--- config.mk ---
export PLATFORM = sky130hd
export DESIGN_NAME = ulpi_reg_engine
export DESIGN_NICKNAME = d
export VERILOG_FILES = /design/src/rtl/ulpi_reg_engine.sv
export SDC_FILE = /design/constraint.sdc
export NUM_CORES = 1
export LEC_CHECK = 0
export ABC_CLOCK_PERIOD_IN_PS = 5500
export CAP_MARGIN = 40
export CELL_PAD_IN_SITES_DETAIL_PLACEMENT = 1
export CELL_PAD_IN_SITES_GLOBAL_PLACEMENT = 1
export CORE_MARGIN = 10
export CORE_UTILIZATION = 53
export CTS_BUF_LIST = sky130_fd_sc_hd__clkbuf_4
export CTS_CLUSTER_DIAMETER = 30
export DETAILED_ROUTE_END_ITERATION = 8
export DONT_BUFFER_PORTS = 1
export GPL_ROUTABILITY_DRIVEN = 0
export GPL_TIMING_DRIVEN = 0
export PLACE_DENSITY = 0.83
export SYNTH_ARGS = -nofsm -noshare
export SYNTH_HDL_FRONTEND = slang
export SYNTH_SLANG_ARGS = --single-unit
--- constraint.sdc ---
create_clock -name clk -period 5.5 [get_ports clk]
set_input_delay 1.65 -clock clk [delete_from_list [all_inputs] [get_ports clk]]
set_output_delay 1.65 -clock clk [all_outputs]
set_load 0.05 [all_outputs]
--- src/rtl/ulpi_reg_engine.sv ---
module ulpi_reg_engine #(
  parameter logic [7:0] VID_LO   = 8'hCC,
  parameter logic [7:0] FUNC_RST = 8'h41,
  parameter logic [7:0] OTG_RST  = 8'h06,
  parameter logic [7:0] IEN_RST  = 8'h1F,
  parameter int         NREG     = 5
) (
  input  logic       clk,
  input  logic       rst_n,
  input  logic [7:0] din,
  input  logic       stp,
  input  logic       rx_req,
  input  logic [7:0] rx_data,
  input  logic [7:0] irq_stat,
  input  logic [7:0] dbg_stat,
  output logic [7:0] dout,
  output logic       dir,
  output logic       nxt,
  output logic       suspend_n,
  output logic       prot_dis
);
  localparam logic [5:0] EXT_ESC = 6'h2F;
  localparam logic [7:0] BASE [NREG] = '{8'h04, 8'h07, 8'h0A, 8'h0D, 8'h3D};
  localparam logic [7:0] RSTV [NREG] = '{FUNC_RST, 8'h00, OTG_RST, IEN_RST, 8'h00};

  typedef enum logic [2:0] {S_IDLE, S_WACK, S_WSTP, S_RACK, S_RTA1, S_RDAT, S_RTA2} st_t;
  st_t state;
  logic [7:0] addr, wdata, rd;
  logic       ext, rx_own, commit;
  logic [7:0] regs [NREG];
  logic [NREG*8-1:0] regs_flat;

  always_ff @(posedge clk or negedge rst_n) begin
    if (!rst_n) begin
      state <= S_IDLE; addr <= '0; wdata <= '0; ext <= 1'b0; rx_own <= 1'b0;
    end else begin
      rx_own <= rx_req;
      if (rx_req) begin
        state <= S_IDLE; ext <= 1'b0;
      end else begin
        case (state)
          S_IDLE: if (!rx_own && din[7]) begin
            addr  <= {2'b00, din[5:0]};
            ext   <= (din[5:0] == EXT_ESC);
            state <= din[6] ? S_RACK : S_WACK;
          end
          S_WACK: if (ext) begin
            addr <= din; ext <= 1'b0;
          end else begin
            wdata <= din; state <= S_WSTP;
          end
          S_WSTP: state <= S_IDLE;
          S_RACK: begin
            if (ext) addr <= din;
            ext <= 1'b0; state <= S_RTA1;
          end
          S_RTA1: state <= S_RDAT;
          S_RDAT: state <= S_RTA2;
          default: state <= S_IDLE;
        endcase
      end
    end
  end

  assign commit = (state == S_WSTP) && stp && !rx_req;

  for (genvar g = 0; g < NREG; g++) begin : g_reg
    logic [7:0] off;
    assign off = addr - BASE[g];
    always_ff @(posedge clk or negedge rst_n) begin
      if (!rst_n) regs[g] <= RSTV[g];
      else if (commit) begin
        case (off)
          8'd0: regs[g] <= wdata;
          8'd1: regs[g] <= regs[g] | wdata;
          8'd2: regs[g] <= regs[g] & ~wdata;
          default: ;
        endcase
      end
    end
    assign regs_flat[g*8 +: 8] = regs[g];
  end

  always_comb begin
    rd = 8'h00;
    if (addr == 8'h00) rd = VID_LO;
    if (addr == 8'h13) rd = irq_stat;
    if (addr == 8'h15) rd = dbg_stat;
    for (int i = 0; i < NREG; i++)
      if (8'(addr - BASE[i]) < 8'd3) rd = regs[i];
  end

  assign dir       = rx_own || state == S_RTA1 || state == S_RDAT;
  assign nxt       = state == S_WACK || state == S_RACK;
  assign dout      = rx_own ? rx_data : (state == S_RDAT ? rd : 8'h00);
  assign suspend_n = regs[0][6];
  assign prot_dis  = regs[1][7];

  AST_CMD_ACK: assert property (@(posedge clk) disable iff (!rst_n)
    (state == S_IDLE && !rx_own && !rx_req && din[7:6] == 2'b10) |=> nxt);
  AST_BUS_EXCL: assert property (@(posedge clk) disable iff (!rst_n) !(nxt && dir));
  AST_DIR_DROP: assert property (@(posedge clk) disable iff (!rst_n)
    (state == S_RDAT && !rx_req) |=> !dir);
  AST_RX_TAKES_BUS: assert property (@(posedge clk) disable iff (!rst_n) rx_req |=> dir);
  AST_RX_NO_WRITE: assert property (@(posedge clk) disable iff (!rst_n)
    rx_req |=> $stable(regs_flat));
  AST_NO_STP_NO_WRITE: assert property (@(posedge clk) disable iff (!rst_n)
    !stp |=> $stable(regs_flat));
endmodule

Yosys cells after proc, flatten, opt, wreduce, memory -nomap -nowiden
Cells that the tools add are included.
- add/subtract/negate cells: 5
- order comparisons: 5
- eq/ne operators: 22
- multiplexer cells: 26
- bitwise logic cells: 13
- reduce and logical (&&, ||, !) cells: 32
- operators with widths (operator ; count):
    case mux 8 bit (3 select lines) ; 5
    2-to-1 mux 8 bit ; 12
    zero test 8 bit ; 6
    bitwise AND 8 bit ; 5
    equality test 8 x 1 -> 1 bit, second input constant ; 5
    equality test 8 x 2 -> 1 bit, second input constant ; 5
    < comparator 8 x 2 -> 1 bit, second input constant ; 5
    OR 8 bit ; 5
    nonzero test 3 bit ; 6
    equality test 8 x 5 -> 1 bit, second input constant ; 2
    case mux 8 bit (2 select lines) ; 1
    subtractor 8 x 3 -> 8 bit, second input constant ; 2
    subtractor 8 x 4 -> 8 bit, second input constant ; 2
    case mux 3 bit (5 select lines) ; 1
    AND reduction 2 bit ; 7
    2-to-1 mux 3 bit ; 3
    NOT 8 bit ; 1
    subtractor 8 x 6 -> 8 bit, second input constant ; 1
    equality test 3 x 2 -> 1 bit, second input constant ; 2
    equality test 3 bit, second input constant ; 2
    equality test 6 bit, second input constant ; 1
    != test 3 bit, second input constant ; 2
    AND reduction 4 bit ; 1
    equality test 3 x 1 -> 1 bit, second input constant ; 1
    other kinds (13) ; 20
- register bits: 61
- bits of input ports: 36
- output and inout bits: 12
- word-level logic and storage cells: 113

Depth between registers and ports, before layout
- word-level depth: 11
- gate-level depth with buffers: 10
- mapped depth without buffers: 8

Worst setup path after synthesis
Ideal clock, no wire load.
- path kind: input to output
- start point: in dbg_stat[6]
- end point: out dout[6]
- data arrival time: 3.759 ns
- required time: 3.850 ns
- path slack: 0.091 ns
- stages: 4
- path through: a32oi_1 -> a221oi_1 -> a311oi_1 -> o41ai_1
- longest elaborated chain between the ends: 8
- ends and longest elaborated chain (item ; line ; source):
    start: declaration ; 15 ; input logic [7:0] dbg_stat,
    2-to-1 mux 8 bit ; 88 ; if (addr == 8'h15) rd = dbg_stat;
    2-to-1 mux 8 bit (5 in a row) ; 90 ; if (8'(addr - BASE[i]) < 8'd3) rd = regs[i];
    2-to-1 mux 8 bit (2 in a row) ; 95 ; assign dout = rx_own ? rx_data : (state == S_RDAT ? rd : 8'h00);
    end: declaration ; 16 ; output logic [7:0] dout,
No other way between the ends.

Worst setup path after layout
- start point: reg addr[1]
- end point: out dout[7]
- longest elaborated chain between the ends: 11
- elaborated cells between the ends (all ways): 23
- those cells by class: 5 x add/sub; 5 x order compare; 2 x eq/ne; 10 x mux; 1 x reduce/logical
- ends and longest elaborated chain (item ; line ; source):
    start: declaration ; 28 ; logic [7:0] addr, wdata, rd;
    start signal: assignment ; 43 ; addr <= {2'b00, din[5:0]};
    start signal: assignment ; 54 ; if (ext) addr <= din;
    branches (longest 8 deep; another with subtractor 8 x 3 -> 8 bit) ; n/a ;
    2-to-1 mux 8 bit * ; 90 ;
    2-to-1 mux 8 bit * (2 in a row) ; 95 ;
Every way passes the cells marked *.

==> impl_metrics.yaml <==
status:
  status: "completed"
clock_tree:
  cts.sinks: 61
  root_buffer: "clkbuf_4"
  cts_made_buffers: 9
  clockBufferDepth: 2
  cts_max_level: 3
  postCtsSetupBuffers: 0
  cts_resized: 0
  clk_pin_slew_ps: 130
  cts_tree: "yes"
  hold_buffers: 0
  clock_latency_ps: 440
global_route:
  grt_pass1_wl_um: 22500
  grt_start_max_net_pins: 62
  grt_pass1_vias: 4056
  antenna_found_initial: 0
  grt_overflow_total: 0
  grt_usage_pct: 25.9
cells_and_area:
  syn2layout_area_growth_pct: 9.76
  antennaDiodeCount: 0
  final_nets: 519
  drive_gt1_share_pct: 12.8
  final_util_pct: 60.7
  fill_cells: 868
setup_path:
  worstReg2RegStart: "addr[1]"
  crit_fanout: 10
  r2r_setup_slack_ps: 2610
  worstRegToRegCells: 8
  r2r-end: "regs[0]"
  max_stage_delay_ps: 640
  cp.arrival_ps: 3340
  startpoint: "addr[1]"
  critPathKind: "flop to primary output"
  slowest_stage: "o21ai_1"
  crit_chain: "buf_2 > inv_1 > ha_1 > a21oi_1 > nor4_1 > o21ai_1 > o22ai_1 > nor2_1 > a22o_1"
  end_kind: "primary output"
  worstPathRequired_ps: 3850
  crit_end: "dout[7]"
  start_kind: "flop"
synthesis:
  syn-cell-area_um2: 3820
  yosysSeqAreaShare_pct: 40.3
  ys_types: 61
  synth_commonest_cells: "nand2_1, o21ai_0, dfrtp_1, nor2_1, a21oi_1"
  netlist.area_leader.share_pct: 34.1
  yosys.area.top_type: "dfrtp_1"
  yosys_warnings: 0
  synthFlopType: "dfrtp_1"
  yosys-top-cells-area: "dfrtp_1, o21ai_0, nand2_1"
  syn_nets: 500
  synth.avg_cell_area_um2: 8.28
  synth-seq-cells: 61
  async_flop_share_pct: 100
  synth_edf_count: 0
  synth_most_common_cell: "nand2_1"
  synth_cells: 461
floorplanning:
  core_um2: 6910
  dieArea_um2: 11000
  pin_count: 48
  rows: 30
  start_util_pct: 55.3
  die_y_um: 105
  dieWidth_um: 105
sta:
  worst_pin_slew_ps: 873
  report.final.slew_viol_count: 0
  period_needed_ps: 4990
  finalHoldViolations: 0
  finalHoldWorstSlack_ps: 488
  setup_violations: 0
  maxSlewHeadroom_pct: 41.3
  rsz0062_at_grt: "false"
  clock.fmax_ghz: 0.201
  clock_skew_ps: 18.5
  final.period_utilization_pct: 90.7
  setup_ws_ps: 513
pwr:
  peakVddDrop_mv: 0.288
  power_density_nw_per_um2: 540
  p_leak_uw: 0.00183
  power_uw: 2260
routing:
  wirelength_um: 14300
  first_pass_iters: 4
  wl_per_cell_um: 24.6
  ant_nets: 0
  drt-initial-drc-count: 227
  num_vias: 3887
  viasPerCell: 6.69
  route.detailed.drc: 0
place:
  pre_cts_ws_ps: 948
  dp_hpwl_um: 10300
  numPortBuffers: 0
hold_path:
  hold_class: "flop to flop"
  min_from: "regs[8]"
run:
  maxCapViolations: 0
## logic make-up (layout without fill, tap and decap cells)
kind of cell / Yosys count / after routing / synth area share [%]
compound gates: 166 / 166 / 29.4
buf+inv: 52 / 76 / 5.50
xor+xnor: 6 / 6 / 1.38
mux: 6 / 6 / 1.77
simple gates: 167 / 167 / 20.7
fa+ha+maj: 3 / 3 / 0.983
flops: 61 / 61 / 40.3
## metal layers
metal / vias to the layer above / GRT usage, % / wire, um
met5: - / 0 / 0
met4: 0 / 12.1 / 613
met3: 57 / 7.13 / 1030
met2: 151 / 42.1 / 6850
met1: 1955 / 31.2 / 5800
li1: 1724 / - / -
## state kept, by name (all words and copies together), names as in the netlist
signal,count
ext,1
prot_dis,1
wdata,8
regs,38
rx_own,1
addr,8
state,3
suspend_n,1
## metrics by stage
step                      instance area (um2)  setup TNS, ps  std cells
after floorplan                          3820              0        461
after global placement                   3940           -261        557
after detailed placement                 4000              0        565
after CTS                                4190              0        581
after global routing                     4190              0        581
final                                    4190              0        581
## worst max-delay path: cells and delay by family (launching register included)
family | cells | cell delay (ps)
compound gates | 4 | 1600
flops | 1 | 430
fa+ha+maj | 1 | 260
buf+inv | 2 | 360
simple gates | 2 | 250
## layout by cell type, fill, tap and decap left out, types with 3 or more instances in the layout
master | Yosys | layout
inv_1 | 22 | 22
nor4_1 | 3 | 3
xnor2_1 | 6 | 6
clkbuf_4 | 0 | 9
bufinv_16 | 0 | 3
a211oi_1 | 9 | 9
and3_1 | 3 | 3
a22oi_1 | 3 | 3
nor2b_1 | 4 | 4
dfrtp_1 | 52 | 52
buf_4 | 0 | 6
o21a_1 | 3 | 3
clkbuf_1 | 15 | 15
a31o_2 | 6 | 6
a22o_1 | 11 | 11
buf_2 | 6 | 7
nand3_1 | 9 | 9
a221oi_1 | 8 | 8
o2111ai_1 | 4 | 4
buf_1 | 8 | 9
a32oi_1 | 4 | 4
mux2_2 | 6 | 6
o21ai_0 | 58 | 58
o31a_1 | 4 | 4
clkinv_4 | 0 | 3
nand4_1 | 6 | 6
ha_1 | 3 | 3
a21oi_1 | 23 | 23
o31ai_1 | 3 | 3
nor3_1 | 13 | 13
nor2_1 | 42 | 42
dfstp_2 | 9 | 9
nand2_1 | 69 | 69
o22ai_1 | 3 | 3
a21o_1 | 6 | 6
## where the power goes
group / switching (uW) / leakage [uW] / internal [uW] / total, uW
sequential: 75.2 / 0.000748 / 550 / 626
combinational: 841 / 0.000982 / 366 / 1210
clock: 199 / 0.0000963 / 232 / 431
total: 1120 / 0.00183 / 1150 / 2260
## final cells by class
type,count,area (um2),share of cell area (%)
multi-input cells,348,2080,49.6
flip-flops and latches,61,1540,36.7
plain buffers,30,128,3.04
clock inverters,7,124,2.96
well taps,96,120,2.87
inverters,22,82.6,1.97
clock buffers,9,67.6,1.61
repair buffers,8,53.8,1.28
## worst min path at each step
stage               end  cells past startpoint
6_report        regs[8]                      2
3_5_place_dp    regs[8]                      2
3_3_place_gp   regs[12]                      2
5_1_grt        regs[12]                      2
4_1_cts         regs[8]                      2
2_1_floorplan  regs[32]                      2
No activity file was read; power rests on OpenSTA's default activity.
